**src/rtl/dual_step_pwm_pkg.sv**
```systemverilog
package dual_step_pwm_pkg;

  localparam int STEP_W   = 8;
  localparam int RSVD_W   = 32 - 1 - 2 * STEP_W;
  localparam int STEPS    = 1 << STEP_W;

  // Field order is fixed by software: run bit on top, duty code at the bottom
  typedef struct packed {
    logic              run;
    logic [RSVD_W-1:0] rsvd;
    logic [STEP_W-1:0] divider;
    logic [STEP_W-1:0] duty;
  } pwm_cfg_t;

endpackage

```
**src/rtl/pwm_cfg_regs.sv**
```systemverilog
module pwm_cfg_regs
  import dual_step_pwm_pkg::*;
#(
  parameter int NUM_CH = 2,
  parameter int ADDR_W = 8
) (
  input  logic                 clk_i,
  input  logic                 rst_ni,
  input  logic [ADDR_W-1:0]    addr_i,
  input  logic                 wr_en_i,
  input  logic [31:0]          wdata_i,
  output logic [31:0]          rdata_o,
  output pwm_cfg_t [NUM_CH-1:0] cfg_o
);

  localparam int IDX_W = (NUM_CH > 1) ? $clog2(NUM_CH) : 1;

  logic [ADDR_W-3:0] word;
  logic [IDX_W-1:0]  idx;
  logic              hit;
  pwm_cfg_t [NUM_CH-1:0] cfg_q;

  assign word = addr_i[ADDR_W-1:2];
  assign idx  = word[IDX_W-1:0];
  assign hit  = (addr_i[1:0] == 2'b00) && (32'(word) < NUM_CH);

  for (genvar c = 0; c < NUM_CH; c++) begin : g_reg
    always_ff @(posedge clk_i or negedge rst_ni) begin
      if (!rst_ni)
        cfg_q[c] <= '0;
      else if (wr_en_i && hit && (idx == IDX_W'(c)))
        cfg_q[c] <= pwm_cfg_t'(wdata_i);
    end

    p_write_store_r1: assert property (@(posedge clk_i) disable iff (!rst_ni)
      (wr_en_i && hit && (idx == IDX_W'(c))) |=> (cfg_q[c] == $past(wdata_i)));
  end

  assign rdata_o = hit ? 32'(cfg_q[idx]) : '0;
  assign cfg_o   = cfg_q;

  p_bad_addr_ignored_r11: assert property (@(posedge clk_i) disable iff (!rst_ni)
    (wr_en_i && !hit) |=> $stable(cfg_q));

  p_bad_addr_reads_zero_r11: assert property (@(posedge clk_i) disable iff (!rst_ni)
    !hit |-> (rdata_o == 32'd0));

endmodule

```
**src/rtl/pwm_prescaler.sv**
```systemverilog
module pwm_prescaler
  import dual_step_pwm_pkg::*;
(
  input  logic              clk_i,
  input  logic              rst_ni,
  input  logic              active_i,
  input  logic [STEP_W-1:0] divider_i,
  output logic              tick_o
);

  logic [STEP_W-1:0] cnt_q;
  logic              last;

  // divider 0 wraps the full counter range, i.e. 256 clocks per step
  assign last   = (cnt_q == divider_i - STEP_W'(1));
  assign tick_o = active_i && last;

  always_ff @(posedge clk_i or negedge rst_ni) begin
    if (!rst_ni)
      cnt_q <= '0;
    else if (!active_i || last)
      cnt_q <= '0;
    else
      cnt_q <= cnt_q + STEP_W'(1);
  end

  p_cnt_in_range_r4: assert property (@(posedge clk_i) disable iff (!rst_ni)
    (divider_i != '0) |-> (cnt_q < divider_i));

  p_idle_no_tick_r3: assert property (@(posedge clk_i) disable iff (!rst_ni)
    !active_i |=> (cnt_q == '0));

endmodule

```
**src/rtl/pwm_wave_gen.sv**
```systemverilog
module pwm_wave_gen
  import dual_step_pwm_pkg::*;
(
  input  logic              clk_i,
  input  logic              rst_ni,
  input  logic              active_i,
  input  logic              tick_i,
  input  logic [STEP_W-1:0] duty_i,
  output logic              wrap_o,
  output logic              pwm_o
);

  logic [STEP_W-1:0] step_q;
  logic [STEP_W:0]   high_steps;
  logic              high_now;
  logic              out_q;

  assign wrap_o     = tick_i && (step_q == {STEP_W{1'b1}});
  assign high_steps = (STEP_W+1)'(STEPS) - {1'b0, duty_i};
  assign high_now   = (duty_i != '0) && ({1'b0, step_q} < high_steps);

  always_ff @(posedge clk_i or negedge rst_ni) begin
    if (!rst_ni) begin
      step_q <= '0;
      out_q  <= 1'b0;
    end else begin
      if (!active_i)
        step_q <= '0;
      else if (tick_i)
        step_q <= step_q + STEP_W'(1);
      out_q <= active_i && high_now;
    end
  end

  assign pwm_o = out_q;

  p_step_moves_on_tick_r4: assert property (@(posedge clk_i) disable iff (!rst_ni)
    (active_i && !tick_i) |=> $stable(step_q));

  p_zero_duty_low_r6: assert property (@(posedge clk_i) disable iff (!rst_ni)
    (duty_i == '0) |=> !out_q);

  p_rise_at_start_r10: assert property (@(posedge clk_i) disable iff (!rst_ni)
    $rose(out_q) |-> ($past(step_q) == '0));

endmodule

```
**src/rtl/pwm_channel.sv**
```systemverilog
module pwm_channel
  import dual_step_pwm_pkg::*;
(
  input  logic              clk_i,
  input  logic              rst_ni,
  input  logic              run_i,
  input  logic [STEP_W-1:0] divider_i,
  input  logic [STEP_W-1:0] duty_i,
  output logic              pwm_o
);

  logic              run_q;
  logic              active;
  logic              tick;
  logic              wrap;
  logic [STEP_W-1:0] div_sh_q;
  logic [STEP_W-1:0] duty_sh_q;

  // one idle cycle after start lets the working copy pick up the new fields
  assign active = run_i && run_q;

  always_ff @(posedge clk_i or negedge rst_ni) begin
    if (!rst_ni) begin
      run_q     <= 1'b0;
      div_sh_q  <= '0;
      duty_sh_q <= '0;
    end else begin
      run_q <= run_i;
      if (!run_q || wrap) begin
        div_sh_q  <= divider_i;
        duty_sh_q <= duty_i;
      end
    end
  end

  pwm_prescaler u_presc (
    .clk_i     (clk_i),
    .rst_ni    (rst_ni),
    .active_i  (active),
    .divider_i (div_sh_q),
    .tick_o    (tick)
  );

  pwm_wave_gen u_wave (
    .clk_i    (clk_i),
    .rst_ni   (rst_ni),
    .active_i (active),
    .tick_i   (tick),
    .duty_i   (duty_sh_q),
    .wrap_o   (wrap),
    .pwm_o    (pwm_o)
  );

  p_hold_mid_period_r8: assert property (@(posedge clk_i) disable iff (!rst_ni)
    (run_q && !wrap) |=> ($stable(div_sh_q) && $stable(duty_sh_q)));

  p_stop_low_r3: assert property (@(posedge clk_i) disable iff (!rst_ni)
    !run_i |=> !pwm_o);

endmodule

```
**src/rtl/dual_step_pwm.sv**
```systemverilog
module dual_step_pwm
  import dual_step_pwm_pkg::*;
#(
  parameter int NUM_CH = 2,
  parameter int ADDR_W = 8
) (
  input  logic              clk_i,
  input  logic              rst_ni,
  input  logic [ADDR_W-1:0] addr_i,
  input  logic              wr_en_i,
  input  logic [31:0]       wdata_i,
  output logic [31:0]       rdata_o,
  output logic [NUM_CH-1:0] pwm_o
);

  pwm_cfg_t [NUM_CH-1:0] cfg;

  pwm_cfg_regs #(
    .NUM_CH (NUM_CH),
    .ADDR_W (ADDR_W)
  ) u_regs (
    .clk_i   (clk_i),
    .rst_ni  (rst_ni),
    .addr_i  (addr_i),
    .wr_en_i (wr_en_i),
    .wdata_i (wdata_i),
    .rdata_o (rdata_o),
    .cfg_o   (cfg)
  );

  for (genvar c = 0; c < NUM_CH; c++) begin : g_ch
    pwm_channel u_ch (
      .clk_i     (clk_i),
      .rst_ni    (rst_ni),
      .run_i     (cfg[c].run),
      .divider_i (cfg[c].divider),
      .duty_i    (cfg[c].duty),
      .pwm_o     (pwm_o[c])
    );
  end

endmodule

```
**config.mk**
```make
export PLATFORM = sky130hd
export DESIGN_NAME = dual_step_pwm
export DESIGN_NICKNAME = d
export VERILOG_FILES = /design/src/rtl/dual_step_pwm_pkg.sv /design/src/rtl/pwm_cfg_regs.sv /design/src/rtl/pwm_prescaler.sv /design/src/rtl/pwm_wave_gen.sv /design/src/rtl/pwm_channel.sv /design/src/rtl/dual_step_pwm.sv
export SDC_FILE = /design/constraint.sdc
export NUM_CORES = 1
export LEC_CHECK = 0
export BUFFER_PORTS_ARGS = -buffer_cell sky130_fd_sc_hd__buf_2
export CORE_AREA = 3 3 138 140
export DETAILED_ROUTE_END_ITERATION = 10
export DIE_AREA = 0 0 141 143
export HOLD_SLACK_MARGIN = 0.1
export PLACE_DENSITY = 0.69
export SYNTH_ARGS = -nofsm -noshare
export SYNTH_HDL_FRONTEND = slang
export SYNTH_HIERARCHICAL = 1
export SYNTH_SLANG_ARGS = --single-unit
```
**constraint.sdc**
```tcl
create_clock -name clk_i -period 2.9 [get_ports clk_i]
set_clock_uncertainty 0.05 [all_clocks]
set_input_delay 0.29 -clock clk_i [delete_from_list [all_inputs] [get_ports clk_i]]
set_output_delay 0.29 -clock clk_i [all_outputs]
set_load 0.02 [all_outputs]
```
# After elaboration in Yosys (flattened, before gate mapping)
# Index checks and enable logic that the tools add are counted.
dict set report word_totals {
  regBits 132
  latch_bits 0
  mem_bits_rw 0
  romBits 0
  word_cells 73
  memories 0
}
dict set report op_classes {
  add_sub_neg 8
  n_mul 0
  div_mod_pow 0
  magnitude_cmp 4
  n_eq_ne 6
  shift 0
  n_mux 9
  bitwise 1
  n_reduce_logical 25
}
# op n
set ops {}
lappend ops {{2-to-1 mux 32 bit} 3}
lappend ops {{2-to-1 mux 8 bit} 6}
lappend ops {{adder 8 x 1 -> 8 bit, second input constant} 4}
lappend ops {{less-than comparator 8 x 9 -> 1 bit} 2}
lappend ops {{subtractor 9 x 8 -> 9 bit, first input constant} 2}
lappend ops {{== test 8 bit} 2}
lappend ops {{== test 8 bit, second input constant} 2}
lappend ops {{nonzero test 8 bit} 2}
lappend ops {{subtractor 8 x 1 -> 8 bit, second input constant} 2}
lappend ops {{logical AND 1 bit} 14}
lappend ops {{less-than comparator 6 x 2 -> 1 bit, second input constant} 1}
lappend ops {{zero test 1 bit} 4}
lappend ops {{logical OR 1 bit} 4}
lappend ops {{inequality test 2 bit, second input constant} 2}
lappend ops {{zero test 2 bit} 1}
lappend ops {{less-than comparator 1 x 2 -> 1 bit, second input constant} 1}
lappend ops {{NOT 1 bit} 1}

# Longest topological paths before layout
dict set report depth {
  depth_word 5
  depth_mapped 15
}

# Modules after synthesis
# Netlist, hierarchy kept.
# mod instances cells_per_inst area_each_um2 seq_area_each_um2
set by_module_without_submodules {}
lappend by_module_without_submodules {pwm_cfg_regs 1 210 2940.3 1601.5}
lappend by_module_without_submodules {pwm_wave_gen 2 78 704.4 225.2}
lappend by_module_without_submodules {pwm_channel 2 37 695.7 425.4}
lappend by_module_without_submodules {{pwm_prescaler at g_ch[0].u_ch.u_presc} 1 81 701.9 200.2}
lappend by_module_without_submodules {{pwm_prescaler at g_ch[1].u_ch.u_presc} 1 77 701.9 200.2}

# Worst setup path after synthesis
# OpenSTA, ideal clock, no wires.
dict set report synth_path {
  path_kind {register to register}
  start {reg g_ch[0].u_ch.div_sh_q[0]}
  end {reg g_ch[0].u_ch.div_sh_q[0]}
  setup_time_ns 0.125
  arrival_time_ns 2.992
  path_slack_ns -0.267
  path_stages_with_launch 16
  period_less_slack_ns 3.167
  cell_sequence {dfrtp_1 inv_1 ha_1 buf_2 nand2b_1 o211ai_1 o21ai_0 a2111oi_4 and3_1 clkbuf_1 nand3_1 nor3_1 nand2b_4 buf_6 buf_12 mux2_4}
}
dict set report synth_between {
  elab_chain_cells 5
}
# item line
set synth_lines {}
lappend synth_lines {{start, declared} pwm_channel.sv:16} ;# logic [STEP_W-1:0] div_sh_q;
lappend synth_lines {{start signal, assigned} pwm_channel.sv:30} ;# div_sh_q <= divider_i;
lappend synth_lines {{subtractor 8 x 1 -> 8 bit} pwm_prescaler.sv:15} ;# assign last = (cnt_q == divider_i - STEP_W'(1));
lappend synth_lines {{== test 8 bit} pwm_prescaler.sv:15}
lappend synth_lines {{logical AND 1 bit} pwm_prescaler.sv:16} ;# assign tick_o = active_i && last;
lappend synth_lines {{via g_ch[0].u_ch.tick} pwm_channel.sv:14} ;# logic tick;
lappend synth_lines {{logical AND 1 bit} pwm_wave_gen.sv:18} ;# assign wrap_o = tick_i && (step_q == {STEP_W{1'b1}});
lappend synth_lines {{via g_ch[0].u_ch.wrap} pwm_channel.sv:15} ;# logic wrap;
lappend synth_lines {{logical OR 1 bit} pwm_channel.sv:29} ;# if (!run_q || wrap) begin
# The timed path passes the listed nets, and every way through them passes these cells.
# A chain may end at the register's enable or synchronous reset.

# Worst setup path in the final report
dict set report layout_path {
  start {reg g_ch[1].u_ch.div_sh_q[1]}
  end {reg g_ch[1].u_ch.div_sh_q[7]}
}
dict set report layout_between {
  elab_chain_cells 5
}
# item line
set layout_lines {}
lappend layout_lines {{start, declared} pwm_channel.sv:16}
lappend layout_lines {{start signal, assigned} pwm_channel.sv:30}
lappend layout_lines {{subtractor 8 x 1 -> 8 bit} pwm_prescaler.sv:15}
lappend layout_lines {{== test 8 bit} pwm_prescaler.sv:15}
lappend layout_lines {{logical AND 1 bit} pwm_prescaler.sv:16}
lappend layout_lines {{via g_ch[1].u_ch.tick} pwm_channel.sv:14}
lappend layout_lines {{logical AND 1 bit} pwm_wave_gen.sv:18}
lappend layout_lines {{via g_ch[1].u_ch.wrap} pwm_channel.sv:15}
lappend layout_lines {{logical OR 1 bit} pwm_channel.sv:29}
# The timed path passes the listed nets, and every way through them passes these cells.

==> flow_summary.yaml <==
setup_path:
  rr_endpoint: "g_ch[1].u_ch/div_sh_q[7]"
  r2r_cells: 11
  critPathMaxFanout: 16
  path_class: "reg2reg"
  endpoint_kind: "register"
  worstPathRequired_ns: 3.15
  startpoint: "g_ch[1].u_ch/div_sh_q[1]"
  r2r_slack_ns: 0.16
  start_kind: "register"
  arrival_ns: 2.99
  r2r_start: "g_ch[1].u_ch/div_sh_q[1]"
floorplan:
  ioPinCount: 77
  die_width_um: 141
  die-area_um2: 20200
  start_util: 0.398
  rows: 49
  design.core.area_um2: 18000
  die_height_um: 143
logic_synthesis:
  ys_ff_latch: 132
  synth_edf_count: 0
  yosys_warnings: 6
  ys.flop_type: "dfrtp_1"
  synth_seq_area_share: 0.462
  avgSynthCellArea_um2: 11.9
  yosys.area.top_type_share: 0.462
  syn_area_um2: 7140
  synth_top_cell_by_area: "dfrtp_1"
  syn_nets: 663
  synth_top_cells_by_area: "dfrtp_1 (46%), mux2_2 (12%), mux2i_1 (5.0%), mux2_4 (4.2%), ha_1 (3.9%)"
  netlist_instances: 598
  synth_cell_type_count: 53
  ys_async_sr_fraction: 1.00
power:
  vdd_drop_max_v: 0.000476
  power.density_nw_per_um2: 527
  power.leakage_nw: 4.36
grt:
  grt_use_met2: 0.242
  antenna_found_initial: 0
  use_met1: 0.208
  grt_pass1_vias: 4798
  grt_max_degree: 66
  grt-ovfl-total: 0
  use_met3: 0.0409
  grt_pass1_wl_mm: 24.8
  grt_use_total: 0.154
  top_usage_layer: "met2"
sta:
  hold_viol: 0
  fin_setup_tns_ns: 0
  relSlewSlack: 0.536
  finalSetupViolCount: 0
  fin_hold_ws_ns: 0.250
  period_needed_ns: 2.74
  fin_crit_sh: 0.945
  fmax_mhz: 365
  drv_slew: 0
  worst_pin_slew_ns: 0.695
clock_tree:
  post-cts-setup-buffer-count: 0
  tritoncts: "done"
  htreeDepth: 4
  clkLatencyLatePin_ns: 0.42
  clock_path_buffers: 2
  cts_sinks: 132
  cts_root_buf: "clkbuf_16"
  cts_made_buffers: 17
  path_clk_slew_ns: 0.06
layout:
  final_common_cell: "dfrtp_1"
  antenna_cells: 0
  n_fill_cell: 1588
  drive_gt1_frac: 0.351
  stdcell_count: 963
  syn2layout_area_growth_pct: 22.5
  post-route-util: 0.487
  fin_nets: 786
  layout_common_cells: "dfrtp_1 (131), mux2_2 (76), buf_2 (75)"
  final_area_um2: 8750
min_path:
  hold_start: "wr_en_i"
  holdPathStages: 3
  hold_end: "u_regs/cfg_o[17]"
  hold_class: "in2reg"
routing:
  num_vias: 4802
  wire_per_inst_um: 15.4
  dr.pass1.iters: 4
  vias_per_cell: 4.99
  ant_nets: 0
  wl_mm: 14.9
  drc: 0
  first_iter_violations: 194
placement:
  postPlaceCellArea_um2: 7820
  hpwl_mm: 10.2
  place_inst: 897
  place_congestion: 0.836
  port_buffers: 76
status:
  status: "finished clean"
job:
  max-cap-violations: 0
-- report_power, final --
| part | internal (mW) | total, mW | switching [mW] |
|---|---|---|---|
| combinational | 0.292 | 0.557 | 0.265 |
| clock | 1.30 | 2.08 | 0.774 |
| sequential | 1.91 | 1.98 | 0.0653 |
-- cell families (layout without fill, tap and decap cells) --
family / count (synthesis) / count (layout) / synth area share
compound gates: 55 / 55 / 0.0562
simple gates: 166 / 167 / 0.128
fa+ha+maj: 22 / 22 / 0.0385
xor+xnor: 51 / 51 / 0.0667
mux: 132 / 132 / 0.212
flops: 132 / 132 / 0.462
buf+inv: 40 / 175 / 0.0359
-- sequential cells by signal, indices dropped and copies added (netlist names) --
name and count:
g_ch.u_ch/div_sh_q 16, g_ch.u_ch/duty_sh_q 16, g_ch.u_ch/run_q 2, g_ch.u_ch/u_presc/cnt_q 16
g_ch.u_ch/u_wave/pwm_o 2, g_ch.u_ch/u_wave/step_q 16, u_regs/cfg_o 64
-- through the flow --
stage / total power [mW] / setup WS [ns]
floorplan: 2.36 / -0.135
global placement: 2.52 / 0.190
detailed placement: 2.52 / 0.133
CTS: 4.67 / 0.112
global route: 4.81 / -0.00860
finish: 4.61 / 0.161
-- area by class of cell --
class / count / area (um2) / share of cell area
tap: 229 / 287 / 0.0327
sequential: 132 / 3300 / 0.378
clock inverter: 9 / 104 / 0.0119
inverter: 15 / 56.3 / 0.00643
multi-input combinational: 427 / 3660 / 0.418
timing repair buffer: 128 / 872 / 0.0996
clock buffer: 23 / 468 / 0.0535
-- layer usage --
layer / vias up / part of all wire
met1: 2312 / 0.49
met5: - / 0
met2: 104 / 0.44
met3: 16 / 0.048
li1: 2370 / -
met4: 0 / 0.013
-- critical path, cell delays in order, from the launching register on --
cell      delay [ns]
dfrtp_1         0.41
inv_1           0.10
ha_4            0.19
o21bai_1        0.15
a211oi_1        0.30
a211oi_2        0.09
o22ai_4         0.17
and3_1          0.22
nand3_2         0.07
nor3_2          0.16
nand2b_4        0.32
mux2_2          0.38
-- worst max path at each step --
stage / slack (ns) / endpoint
after floorplan: -0.13 / g_ch[0].u_ch/div_sh_q[0]
final: 0.16 / g_ch[1].u_ch/div_sh_q[7]
after CTS: 0.11 / g_ch[0].u_ch/div_sh_q[4]
after detailed placement: 0.13 / g_ch[0].u_ch/div_sh_q[4]
after global placement: 0.19 / g_ch[0].u_ch/div_sh_q[4]
after global routing: -0.009 / g_ch[0].u_ch/div_sh_q[7]
-- cells in the mapped netlist (15+ instances only) --
cell       n
nand2_1   32
a21oi_1   22
mux2_4    20
xor2_1    22
inv_1     15
nor2_1    56
dfrtp_1  132
mux2i_1   36
nand3_1   18
mux2_2    76
ha_1      22
xnor2_1   25
-- timing repair --
item                       in CTS  in global routing
hold endpoints to repair      126                  0
setup endpoints to repair       0                 19
hold buffers                   33                  0
gates resized for setup         0                  4
Power figures use the tool's default switching activity.
